### src/rtl/csa_pkg.sv
package csa_pkg;
  localparam int MAX_BLK = 16;
  typedef logic [MAX_BLK*8-1:0] size_vec_t;

  function automatic int blk_w(size_vec_t s, int k);
    return int'(s[k*8 +: 8]);
  endfunction

  function automatic int blk_lo(size_vec_t s, int k);
    int acc;
    acc = 0;
    for (int i = 0; i < k; i++) acc += int'(s[i*8 +: 8]);
    return acc;
  endfunction
endpackage

### src/rtl/csa_ripple.sv
module csa_ripple #(
  parameter int W = 4
) (
  input  logic [W-1:0] a,
  input  logic [W-1:0] b,
  input  logic         ci,
  output logic [W-1:0] s,
  output logic         co
);
  always_comb begin
    logic cr;
    cr = ci;
    for (int i = 0; i < W; i++) begin
      s[i] = a[i] ^ b[i] ^ cr;
      cr   = (a[i] & b[i]) | (cr & (a[i] ^ b[i]));
    end
    co = cr;
  end
endmodule

### src/rtl/csa_sel_block.sv
module csa_sel_block #(
  parameter int W = 4
) (
  input  logic [W-1:0] a,
  input  logic [W-1:0] b,
  input  logic         cin,
  output logic [W-1:0] s,
  output logic         co,
  output logic [W-1:0] s_z,
  output logic [W-1:0] s_o,
  output logic         co_z,
  output logic         co_o
);
  csa_ripple #(.W(W)) u_zero (.a(a), .b(b), .ci(1'b0), .s(s_z), .co(co_z));
  csa_ripple #(.W(W)) u_one  (.a(a), .b(b), .ci(1'b1), .s(s_o), .co(co_o));

  assign s  = cin ? s_o : s_z;
  assign co = co_z | (co_o & cin);
endmodule

### src/rtl/csa_vblock_adder.sv
module csa_vblock_adder #(
  parameter int NBLK = 6,
  parameter logic [NBLK*8-1:0] BLK_SIZES = {8'd7, 8'd6, 8'd6, 8'd5, 8'd4, 8'd4},
  localparam csa_pkg::size_vec_t SZ = csa_pkg::size_vec_t'(BLK_SIZES),
  localparam int WIDTH = csa_pkg::blk_lo(SZ, NBLK)
) (
  input  logic [WIDTH-1:0] a,
  input  logic [WIDTH-1:0] b,
  input  logic             cin,
  output logic [WIDTH-1:0] sum,
  output logic             cout
);
  logic [NBLK-1:0]  blk_cin;
  logic [NBLK-1:0]  blk_cout;
  logic [NBLK-1:0]  cand_co_z;
  logic [NBLK-1:0]  cand_co_o;
  logic [WIDTH-1:0] cand_s_z;
  logic [WIDTH-1:0] cand_s_o;

  assign blk_cin[0] = cin;

  for (genvar k = 0; k < NBLK; k++) begin : g_blk
    localparam int LO = csa_pkg::blk_lo(SZ, k);
    localparam int W  = csa_pkg::blk_w(SZ, k);
    if (k == 0) begin : g_base
      csa_ripple #(.W(W)) u_rip (
        .a(a[LO +: W]), .b(b[LO +: W]), .ci(blk_cin[0]),
        .s(sum[LO +: W]), .co(blk_cout[0])
      );
      assign cand_s_z[LO +: W] = sum[LO +: W];
      assign cand_s_o[LO +: W] = sum[LO +: W];
      assign cand_co_z[0]      = blk_cout[0];
      assign cand_co_o[0]      = blk_cout[0];
    end else begin : g_sel
      assign blk_cin[k] = blk_cout[k-1];
      csa_sel_block #(.W(W)) u_sel (
        .a(a[LO +: W]), .b(b[LO +: W]), .cin(blk_cin[k]),
        .s(sum[LO +: W]), .co(blk_cout[k]),
        .s_z(cand_s_z[LO +: W]), .s_o(cand_s_o[LO +: W]),
        .co_z(cand_co_z[k]), .co_o(cand_co_o[k])
      );
    end
  end

  assign cout = blk_cout[NBLK-1];
endmodule

### config.mk
export PLATFORM = sky130hd
export DESIGN_NAME = csa_vblock_adder
export DESIGN_NICKNAME = d
export VERILOG_FILES = /design/src/rtl/csa_pkg.sv /design/src/rtl/csa_ripple.sv /design/src/rtl/csa_sel_block.sv /design/src/rtl/csa_vblock_adder.sv
export SDC_FILE = /design/constraint.sdc
export NUM_CORES = 1
export LEC_CHECK = 0
export BUFFER_PORTS_ARGS = -buffer_cell sky130_fd_sc_hd__clkbuf_2
export CAP_MARGIN = 10
export CORE_ASPECT_RATIO = 0.6
export CORE_MARGIN = 2
export CORE_UTILIZATION = 40
export DETAILED_ROUTE_END_ITERATION = 8
export GPL_TIMING_DRIVEN = 0
export PLACE_DENSITY = 0.72
export SETUP_SLACK_MARGIN = 0.2
export SLEW_MARGIN = 10
export SYNTH_ARGS = -nofsm -noshare
export SYNTH_HDL_FRONTEND = slang
export SYNTH_HIERARCHICAL = 1
export SYNTH_SLANG_ARGS = --single-unit
### constraint.sdc
create_clock -name vclk -period 7.09
set_clock_uncertainty 0.05 [all_clocks]
set_input_delay 0.3545 -clock vclk [all_inputs]
set_output_delay 0.3545 -clock vclk [all_outputs]
set_load 0.005 [all_outputs]
==> summary.txt <==
Status - finished clean
# IOs - 98
Antenna violations before repair - 0
Crit-path most repeated cell - fa_1
CLK BUF - 0
Max IR drop VDD - 0.0000417 V
Min-delay worst type - input pin to output port
Synthesized-area fraction occupied by adder cells - 0.560
Crit end category - output port
Vias per cell - 4.01
Setup bufs post-CTS - 0
Detailed placement HPWL - 4030 µm
Global-route usage over all layers - 0.138
Power Density - 95.5 mW/mm²
Max-cap violation count - 0
Layout cells sized above 1 - 0.429
Seq/Total Area, Yosys - 0
Mapped cell area - 0.00215 mm²
Die H - 60.7 µm
Share of power burned in registers - 0
Final nets - 442
Hold-fix buffers, CTS - 0
FP Rows - 20
Compound-Gate Fraction of Synth Area - 0.0204
CP top delay family - adder cells
Peak Freq - 0.243 GHz
First drt pass iteration count - 3
Syn avg cell area - 9.89 µm²
Vias in the first global route - 1,648
Die area - 0.00599 mm²
Worst Setup Start Kind - input pin
WL per Instance - 10.5 µm
Mux cell area share after synthesis - 0.189
Routed via count - 1,526
Synth Area in Simple Gates - 0
Fin crit period - 4.11 ns
Gate power share - 1.000
Final wirelength - 3980 µm
P_sw - 114 µW
Hold Vio Cnt, Final - 0
# setup viols final - 0
Setup TNS - 0 ns
First-pass GRT wire length - 6730 µm
Synth top cells by count - inv_1 (110), fa_1 (60), mux2_4 (24), conb_1 (10), a21o_2 (5)
Clock power share - 0
Max Slew Vio Count - 0
CP Buf/Inv Count - 8
Largest area contributor in the netlist - fa_1
Largest family of logic cells by synthesized area - adder cells
Largest net degree at the start of global routing - 9
Top post-synthesis cells by area - fa_1 (56%), inv_1 (19%), mux2_4 (17%)
Diodes inserted - 0
Net Sw Frac - 0.441
Crit path largest cell delay - 0.43 ns
DRC - 0
Synthesized Nets - 342
Count leader, synth - inv_1
Reg area - 0 µm²
Internal Power - 145 µW
Req. time, crit path - 6.69 ns
Critical path fanouts, max - 8
XOR/XNOR Fraction of Synth Area - 0
Lkg Pwr - 1.74 nW
FFs & Latches - 0
Synth warn - 6
Final period util - 0.580
Gpl congestion - 0.713
Critical Path, Cell by Cell - clkbuf_2 -> fa_1 -> inv_1 -> fa_1 -> inv_1 -> fa_1 -> fa_1 -> fa_1 -> inv_1 -> fa_1 -> inv_1 -> a21o_2 -> buf_6 -> a21o_2 -> buf_6 -> mux2_4 -> clkbuf_2
Critical-path top delay cell - fa_1
GR Overflow Total - 0
Area grow syn2layout - 26.7%
Initial core utilization - 0.420
Share of the synthesized area in the top cell type - 0.560
Synth cell types - 7
Arr. time, crit path - 3.71 ns
Non-Filler Instances - 381
Die width - 98.6 µm
WS Path Type - input pin to output port
Cells after Synth - 217
RSZ-0062 raised after global routing - false
DP Cell Count - 381
Final ANT Viol Nets - 0
Post-cts resize count - 0
Core area - 0.00510 mm²
Initial DRC Count - 9
Port Buffers - 98
-- cell usage in the layout, fill, tap and decap left out --
| master | n |
|---|---|
| inv_1 | 110 |
| clkbuf_2 | 98 |
| fa_1 | 60 |
| mux2_4 | 24 |
| conb_1 | 10 |
| a21o_2 | 5 |
| mux2_2 | 4 |
| buf_6 | 4 |
-- logic make-up (layout without fill, tap and decap cells) --
logic type               after synthesis  count (layout)
buffers and inverters                114             212
adder cells (fa/ha/maj)               60              60
multiplexers                          28              28
other                                 10              10
AO/OA/AOI/OAI                          5               5
-- power by group through the flow --
stage	Clock, mW	Sequential, mW	Combinational, mW
detailed placement	0	0	0.266
CTS	0	0	0.267
global route	0	0	0.298
global placement	0	0	0.253
finish	0	0	0.260
floorplan	0	0	0.163
-- per-stage QoR --
step                      utilization  hold WS [ns]  power [mW]  worst slack (ns)  cell area, µm²
after floorplan                     -         0.808       0.163              3.38            2150
after global placement          0.533         0.999       0.253              3.02            2720
after detailed placement        0.533          1.01       0.266              2.95            2720
after CTS                       0.533          1.01       0.267              2.95            2720
after global routing            0.533          1.01       0.298              2.77            2720
final                           0.533          1.00       0.260              2.98            2720
-- metal layers --
metal / vias to the layer above / global-route usage / wire length (µm) / share of wire
met3: 0 / 0.0219 / 229 / 0.057
met4: 0 / 0.00391 / 0 / 0
met2: 38 / 0.281 / 2100 / 0.53
li1: 746 / - / - / -
met1: 742 / 0.169 / 1660 / 0.42
met5: - / 0 / 0 / 0
-- worst min-delay path, stage by stage --
cell and delay [ns]:
clkbuf_2 0.09, fa_1 0.14, clkbuf_2 0.11
-- layout make-up --
type / count / area (µm²)
Inverter: 110 / 413
Tap cell: 66 / 82.6
Timing Repair Buffer: 98 / 490
Multi-Input combinational cell: 103 / 1690
Fill cell: 498 / 2390
Buffer: 4 / 45.0
-- path summary, 6_finish.rpt --
check / start / end / slack [ns] / cells past startpoint
worst max-delay path: a[13] / sum[26] / 2.98 / 17
worst min-delay path: cin / sum[0] / 1.00 / 3
(Power assumes the default switching activity.)
